$ cat src/rtl/dma_csr_pkg.sv
package dma_csr_pkg;

  localparam int DATA_W     = 32;
  localparam int ADDR_W     = 5;
  localparam int LANES      = 8;   // channels per word
  localparam int FIELD_W    = 4;   // mode lane width
  localparam int FLAG_GAP   = 8;   // error flags sit this far above irq flags
  localparam int STATE_BASE = 16;  // first live-state bit in a status word
  localparam int MAX_CH     = 16;

  // word index = byte address [4:2]
  localparam logic [2:0] IDX_MODE_LO = 3'd0;
  localparam logic [2:0] IDX_IEN     = 3'd2;
  localparam logic [2:0] IDX_MODE_HI = 3'd3;
  localparam logic [2:0] IDX_STAT_LO = 3'd4;
  localparam logic [2:0] IDX_STAT_HI = 3'd6;

  typedef enum logic [1:0] {
    XFER_OFF    = 2'd0,
    XFER_CHAIN  = 2'd1,
    XFER_SINGLE = 2'd2,
    XFER_KEEP   = 2'd3
  } xfer_mode_e;

  // bit position of a channel's interrupt enable
  function automatic int en_pos(input int c);
    return (c / LANES) * 2 * LANES + (c % LANES);
  endfunction

endpackage

$ cat src/rtl/dma_csr_lane_cfg.sv
module dma_csr_lane_cfg
  import dma_csr_pkg::*;
(
  input  logic                clk,
  input  logic                rst_n,
  input  logic                field_wr,
  input  logic [FIELD_W-1:0]  field,
  input  logic                en_wr,
  input  logic                en_val,
  output logic [1:0]          mode,
  output logic                dir,
  output logic                irq_en
);

  xfer_mode_e mode_q;
  logic       dir_q;
  logic       en_q;
  xfer_mode_e req_mode;

  assign req_mode = xfer_mode_e'(field[1:0]);

  always_ff @(posedge clk or negedge rst_n) begin
    if (!rst_n) begin
      mode_q <= XFER_OFF;
      dir_q  <= 1'b0;
      en_q   <= 1'b0;
    end else begin
      if (field_wr && req_mode != XFER_KEEP) begin
        mode_q <= req_mode;
        dir_q  <= field[2];
      end
      if (en_wr) en_q <= en_val;
    end
  end

  assign mode   = mode_q;
  assign dir    = dir_q;
  assign irq_en = en_q;

endmodule

$ cat src/rtl/dma_csr_lane_flags.sv
module dma_csr_lane_flags (
  input  logic clk,
  input  logic rst_n,
  input  logic done,
  input  logic err,
  input  logic clr_irq,
  input  logic clr_err,
  output logic irq_flag,
  output logic err_flag
);

  logic irq_q, err_q;

  // a set pulse wins over a clear in the same cycle
  always_ff @(posedge clk or negedge rst_n) begin
    if (!rst_n) begin
      irq_q <= 1'b0;
      err_q <= 1'b0;
    end else begin
      irq_q <= (irq_q & ~clr_irq) | done | err;
      err_q <= (err_q & ~clr_err) | err;
    end
  end

  assign irq_flag = irq_q;
  assign err_flag = err_q;

endmodule

$ cat src/rtl/dma_csr_bank.sv
module dma_csr_bank
  import dma_csr_pkg::*;
#(
  parameter int NUM_CH = 12
) (
  input  logic                clk,
  input  logic                rst_n,
  input  logic [ADDR_W-1:0]   reg_addr,
  input  logic [DATA_W-1:0]   reg_wdata,
  input  logic                reg_we,
  output logic [DATA_W-1:0]   reg_rdata,
  input  logic [NUM_CH-1:0]   ch_done,
  input  logic [NUM_CH-1:0]   ch_err,
  input  logic [2*NUM_CH-1:0] ch_state,
  output logic [2*NUM_CH-1:0] ch_mode,
  output logic [NUM_CH-1:0]   ch_dir,
  output logic [NUM_CH-1:0]   ch_irq_en,
  output logic                irq_out
);

  localparam int HAS_HI = (NUM_CH > LANES) ? 1 : 0;

  logic       word_ok;
  logic [2:0] idx;
  logic       wr_mode_lo, wr_mode_hi, wr_ien, wr_stat_lo, wr_stat_hi;
  logic [NUM_CH-1:0] flag_irq, flag_err;

  assign word_ok    = (reg_addr[1:0] == 2'b00);
  assign idx        = reg_addr[4:2];
  assign wr_mode_lo = reg_we && word_ok && idx == IDX_MODE_LO;
  assign wr_mode_hi = reg_we && word_ok && idx == IDX_MODE_HI && HAS_HI != 0;
  assign wr_ien     = reg_we && word_ok && idx == IDX_IEN;
  assign wr_stat_lo = reg_we && word_ok && idx == IDX_STAT_LO;
  assign wr_stat_hi = reg_we && word_ok && idx == IDX_STAT_HI && HAS_HI != 0;

  for (genvar c = 0; c < NUM_CH; c++) begin : g_lane
    localparam int  LANE  = c % LANES;
    localparam bit  UPPER = (c >= LANES);
    logic field_wr, clr_irq, clr_err, stat_wr;

    assign field_wr = UPPER ? wr_mode_hi : wr_mode_lo;
    assign stat_wr  = UPPER ? wr_stat_hi : wr_stat_lo;
    assign clr_irq  = stat_wr & reg_wdata[LANE];
    assign clr_err  = stat_wr & reg_wdata[LANE + FLAG_GAP];

    dma_csr_lane_cfg u_cfg (
      .clk      (clk),
      .rst_n    (rst_n),
      .field_wr (field_wr),
      .field    (reg_wdata[FIELD_W*LANE +: FIELD_W]),
      .en_wr    (wr_ien),
      .en_val   (reg_wdata[en_pos(c)]),
      .mode     (ch_mode[2*c +: 2]),
      .dir      (ch_dir[c]),
      .irq_en   (ch_irq_en[c])
    );

    dma_csr_lane_flags u_flags (
      .clk      (clk),
      .rst_n    (rst_n),
      .done     (ch_done[c]),
      .err      (ch_err[c]),
      .clr_irq  (clr_irq),
      .clr_err  (clr_err),
      .irq_flag (flag_irq[c]),
      .err_flag (flag_err[c])
    );
  end

  assign irq_out = |(flag_irq & ch_irq_en);

  // readback words
  logic [DATA_W-1:0] w_mode_lo, w_mode_hi, w_ien, w_stat_lo, w_stat_hi;

  always_comb begin
    w_mode_lo = '0;
    w_mode_hi = '0;
    w_ien     = '0;
    w_stat_lo = '0;
    w_stat_hi = '0;
    for (int c = 0; c < NUM_CH; c++) begin
      w_ien[en_pos(c)] = ch_irq_en[c];
      if (c >= LANES) begin
        w_mode_hi[FIELD_W*(c % LANES) +: FIELD_W] = {1'b0, ch_dir[c], ch_mode[2*c +: 2]};
        w_stat_hi[c % LANES]                      = flag_irq[c];
        w_stat_hi[(c % LANES) + FLAG_GAP]         = flag_err[c];
        w_stat_hi[STATE_BASE + 2*(c % LANES) +: 2] = ch_state[2*c +: 2];
      end else begin
        w_mode_lo[FIELD_W*(c % LANES) +: FIELD_W] = {1'b0, ch_dir[c], ch_mode[2*c +: 2]};
        w_stat_lo[c % LANES]                      = flag_irq[c];
        w_stat_lo[(c % LANES) + FLAG_GAP]         = flag_err[c];
        w_stat_lo[STATE_BASE + 2*(c % LANES) +: 2] = ch_state[2*c +: 2];
      end
    end
  end

  always_comb begin
    reg_rdata = '0;
    if (word_ok) begin
      case (idx)
        IDX_MODE_LO: reg_rdata = w_mode_lo;
        IDX_IEN:     reg_rdata = w_ien;
        IDX_MODE_HI: reg_rdata = w_mode_hi;
        IDX_STAT_LO: reg_rdata = w_stat_lo;
        IDX_STAT_HI: reg_rdata = w_stat_hi;
        default:     reg_rdata = '0;
      endcase
    end
  end

endmodule

$ cat config.mk
export PLATFORM = sky130hd
export DESIGN_NAME = dma_csr_bank
export DESIGN_NICKNAME = d
export VERILOG_FILES = /design/src/rtl/dma_csr_pkg.sv /design/src/rtl/dma_csr_lane_cfg.sv /design/src/rtl/dma_csr_lane_flags.sv /design/src/rtl/dma_csr_bank.sv
export SDC_FILE = /design/constraint.sdc
export NUM_CORES = 1
export LEC_CHECK = 0
export BUFFER_PORTS_ARGS = -buffer_cell sky130_fd_sc_hd__buf_2
export CORE_MARGIN = 1.5
export CORE_UTILIZATION = 30
export CTS_CLUSTER_DIAMETER = 150
export DETAILED_ROUTE_END_ITERATION = 8
export PLACE_DENSITY_LB_ADDON = 0.05
export SLEW_MARGIN = 20
export SYNTH_ARGS = -nofsm -noshare
export SYNTH_HDL_FRONTEND = slang
export SYNTH_SLANG_ARGS = --single-unit
$ cat constraint.sdc
create_clock -name clk -period 1.45 [get_ports clk]
set_clock_uncertainty 0.2 [all_clocks]
set_input_delay 0.0725 -clock clk [delete_from_list [all_inputs] [get_ports clk]]
set_output_delay 0.0725 -clock clk [all_outputs]
set_load 0.1 [all_outputs]
Word-level counts from Yosys, hierarchy flattened
Cells that the tools add are included.
Widths: inputs -> output; s select.
Storage, ports and cells
  register bits after elaboration: 72
  latch bits: 0
  memory bits (writable): 0
  memory bits (read-only): 0
  input bits: 88
  output and inout bits: 81
  logic and storage cells: 204
  memories kept: 0
Cells by class
  add/subtract/negate cells: 0
  multiply operators: 0
  divide/modulo/power cells: 0
  $lt $le $gt $ge: 0
  equal/unequal tests: 12
  shift-type cells: 0
  multiplexer cells: 2
  bitwise gates (word level): 109
  reduce and logical (&&, ||, !) cells: 21
Operators by type and width (count)
  $pmux 32 s5: 1
  $and 1x1->1: 48
  $or 1x1->1: 36
  $mux 32: 1
  $not 1->1: 24
  $logic_and 1x1->1: 18
  $ne 2x2->1 const B: 8
  $and 12x12->12: 1
  $reduce_or 12->1: 1
  $eq 3x2->1 const B: 2
  $eq 3x3->1 const B: 2
  $logic_not 3->1: 1
  $logic_not 2->1: 1

Longest topological paths before layout
  depth in word-level cells: 8
  gate-level depth with buffers: 6
  depth with buffers taken out: 3

Cells and area by module
From an unflattened synthesis, not the netlist that was laid out.
Second synthesis, totals
  cells, all modules: 410
  area, all modules: 4171.5 um^2
Modules (own cells, without submodules)
  dma_csr_lane_cfg: times used 12, cells an instance 12, area an instance 166.4 um^2, seq. area each 100.1 um^2
  dma_csr_bank: times used 1, cells an instance 182, area an instance 1288.7 um^2, seq. area each 0.0 um^2
  dma_csr_lane_flags: times used 12, cells an instance 7, area an instance 73.8 um^2, seq. area each 50.0 um^2

Worst setup path before layout
Ideal clock, no wire load.
  kind: reg2out
  from: reg g_lane[0].u_cfg.mode_q[0]
  to: out reg_rdata[0]
  arrival time: 3045 ps
  data required time: 1178 ps
  slack: -1867 ps
  stages on the path, launching flop included: 4
  cells stage by stage: dfrtp_1 > or3b_2 > a21o_1 > a21oi_1
On the way
  word-level cells in the longest chain between the ends: 2
Ends and longest elaborated chain
  from (decl): line dma_csr_lane_cfg.sv:15  | xfer_mode_e mode_q;
  from (signal assigned): line dma_csr_lane_cfg.sv:29  | mode_q <= req_mode;
  $pmux 32 s5: line dma_csr_bank.sv:100  | case (idx)
  $mux 32: line dma_csr_bank.sv:99  | if (word_ok) begin
  to (decl): line dma_csr_bank.sv:11  | output logic [DATA_W-1:0] reg_rdata,
No other way between the ends.

Final worst setup path
Ends and elaborated chain as after synthesis.

==> flow_summary.yaml <==
run_status:
  outcome: "finished, violations left"
  violations: "setup timing"
grt:
  grt_max_degree: 30
  grt.overflow.total: 0
  grt_usage_pct: 23.69
  antenna_found_initial: 0
  grt_pass1_vias: 4932
  grt_pass1_wl_mm: 26.33
floorplan:
  die_w_um: 120.4
  start_util_pct: 31.00
  coreArea_um2: 13350
  io_pins: 169
  die_area_um2: 14510
  die_y_um: 120.4
  fp-row-count: 42
sta:
  hold_viol: 0
  slew_headroom_pct: 67.52
  slew_violations: 0
  timing.final.crit_share_pct: 134.8
  finalWorstSetupSlack_ns: -0.5042
  setup_viol: 28
  grt_setup_unrepaired: "true"
  clock.fmax_ghz: 0.5117
  tightest_slew_ns: 0.4906
  post-route-min-period_ns: 1.954
  hold-worst-slack_ns: 0.07241
placed_design:
  detailedPlace.worstSlack_ns: -0.3436
  dp_hpwl_mm: 12.40
  place.gp.congestion: 0.8389
  numPortBuffers: 165
worst_setup_path:
  r2r-start: "g_lane[10].u_cfg.irq_en$_DFFE_PN0P_"
  worstReg2RegEnd: "g_lane[10].u_cfg.irq_en$_DFFE_PN0P_"
  path_max_fanout: 2
  r2r_slack_ns: 0.21
  path_class: "register to output pin"
  ff2ff_path_depth: 3
  required_ns: 1.18
  critPathArrivalTime_ns: 1.68
  startpoint_type: "register"
  end_kind: "output pin"
clocking:
  cts-root-buf: "clkbuf_16"
  clk_latency_ns: 0.33
  clk_path_buf_depth: 2
  htree_levels: 3
  cts_tree: "yes"
  cts.sink_count: 72
  cts_buffers: 9
  clk_pin_slew_ns: 0.06
synth:
  synthesis.nets: 515
  yosysWarningCount: 0
  synth_edf_count: 0
  synth-simple-area-share_pct: 15.06
  synth_compound_area_share_pct: 19.47
  ys_seq_area_share_pct: 43.54
  synth_seq_cells: 72
  synth_top_flop_cell: "dfrtp_1"
  synth_area_per_cell_um2: 9.690
  ys_types: 37
  synth-adder-area-share_pct: 0
  ys_async_sr_fraction_pct: 100.0
  synth_cells: 427
  muxShareOfSynthArea_pct: 13.06
  syn_area_um2: 4138
  synth_xor_area_share_pct: 0
  synth_top_family_by_area: "compound AO/OA/AOI/OAI gates"
detailed_routing:
  first_pass_iters: 4
  drt_drc_violations_left: 0
  antenna_left: 0
  wl_per_cell_um: 18.31
  wirelength_mm: 17.03
  num_vias: 4643
  viasPerCell: 4.992
  top_layer: "met4"
  wl_met3_um: 845
  wl_met2_mm: 8.788
  drtIter0Drc: 212
  wl_met1_mm: 7.080
worst_hold_path:
  hp-class: "input pin to register"
  whs_endpoint: "g_lane[6].u_cfg.mode[1]$_DFFE_PN0P_"
  hold_start: "reg_addr[3]"
  whs_path_depth: 5
finish:
  syn_to_final_growth_pct: 116.7
  layout.nets: 837
  antennaDiodeCount: 0
  final_cell_mix: "buf_4, buf_2, buf_12, dlygate4sd3_1, dfrtp_1"
  fillers: 1045
  drive_gt1_share_pct: 63.53
  final_common_cell: "buf_4"
job:
  maxCapViolCount: 0
power:
  vdd_drop_max_mv: 0.8991
  p_leak_nw: 3.788
  power_density_nw_per_um2: 1148
[per-layer routing]
layer / global-route usage, % / vias to the layer above
met5: 0 / -
met4: 7.721 / 0
met3: 3.821 / 21
met2: 41.65 / 148
met1: 29.56 / 2281
li1: - / 2193
[cell usage after synthesis, types with 2 or more instances]
master,count,area [um2]
or3b_2,6,52.55
mux2_2,32,360.4
nor2_1,59,221.5
a31oi_1,30,187.7
a22oi_1,6,45.04
nand3_1,10,50.05
and4_1,2,17.52
inv_1,17,63.81
buf_4,24,180.2
clkbuf_1,13,48.80
buf_2,11,55.05
nand2_1,9,33.78
a22o_1,3,26.28
a211o_1,3,26.28
a211oi_2,8,100.1
nor3_1,30,150.1
o22a_1,15,131.4
dfrtp_1,72,1802
a21o_1,6,45.04
buf_1,2,7.510
a21oi_1,18,90.09
a221oi_1,3,26.28
a211oi_1,4,30.03
and3_1,3,18.77
nor2b_1,3,18.77
a32oi_1,8,70.07
o21a_1,3,22.52
mux2i_1,18,180.2
[report_power, final]
part | total (W) | leakage, nW | switching (W) | internal (W)
sequential | 0.00258 | 0.794 | 0.000232 | 0.00234
combinational | 0.00517 | 2.83 | 0.00314 | 0.00203
clock | 0.00255 | 0.162 | 0.000871 | 0.00168
[cell families after synthesis]
kind of cell | after synthesis
and+or+nand+nor | 129
DFF | 72
AOI/OAI and AO/OA | 108
buffers and inverters | 68
muxes | 50
[cell type report]
type / instances / area (um2) / area share, %
repair buffers: 362 / 3779 / 42.14
multi-input cells: 287 / 2686 / 29.96
flip-flops and latches: 72 / 1882 / 20.99
clock buffers: 10 / 229.0 / 2.553
well taps: 176 / 220.2 / 2.456
clock inverters: 6 / 107.6 / 1.200
inverters: 17 / 63.81 / 0.7116
[critical path, cell delays in order, from the launching register on]
cell and delay, ns:
dfrtp_4 0.40, or3b_4 0.37, a21o_1 0.20, a21oi_4 0.18
buf_12 0.19
[flip-flops by register name (all words and copies together), names as in the netlist]
register / cells
g_lane.u_flags.irq_flag: 12
g_lane.u_cfg.dir: 12
g_lane.u_cfg.mode: 24
g_lane.u_flags.err_flag: 12
g_lane.u_cfg.irq_en: 12
[worst max-delay path by stage]
stage                                             start                         endpoint  slack [ns]  cells past startpoint
floorplan           g_lane[0].u_cfg.mode[0]$_DFFE_PN0P_                     reg_rdata[0]       -0.58                      3
global route        g_lane[0].u_cfg.mode[0]$_DFFE_PN0P_                     reg_rdata[0]       -0.56                      4
CTS                 g_lane[0].u_cfg.mode[0]$_DFFE_PN0P_                     reg_rdata[0]       -0.53                      4
global placement                            reg_addr[4]  g_lane[1].u_cfg.dir$_DFFE_PN0P_       -0.33                      5
detailed placement                          reg_addr[4]  g_lane[1].u_cfg.dir$_DFFE_PN0P_       -0.34                      5
finish              g_lane[0].u_cfg.mode[0]$_DFFE_PN0P_                     reg_rdata[0]       -0.50                      4
[timing repair]
action | CTS | global route
setup endpoints to repair | 44 | 74
buffers inserted | 28 | 16
pin swaps | 37 | 17
hold endpoints to repair | 144 | 0
hold buffers | 55 | 0
gates resized for setup | 58 | 38
cloned | 0 | 1
[per-stage QoR]
| step | utilization (%) | total power (W) | cells | cell area [um2] | TNS, ns |
|---|---|---|---|---|---|
| finish | 67.18 | 0.01029 | 930 | 8967 | -6.843 |
| floorplan | - | 0.005646 | 427 | 4923 | -8.135 |
| global route | 67.18 | 0.01064 | 930 | 8967 | -8.218 |
| CTS | 65.04 | 0.01021 | 916 | 8681 | -7.299 |
| global placement | 55.16 | 0.007246 | 817 | 7362 | -16.52 |
| detailed placement | 55.16 | 0.007273 | 817 | 7362 | -17.13 |
No activity file was read; power rests on OpenSTA's default activity.
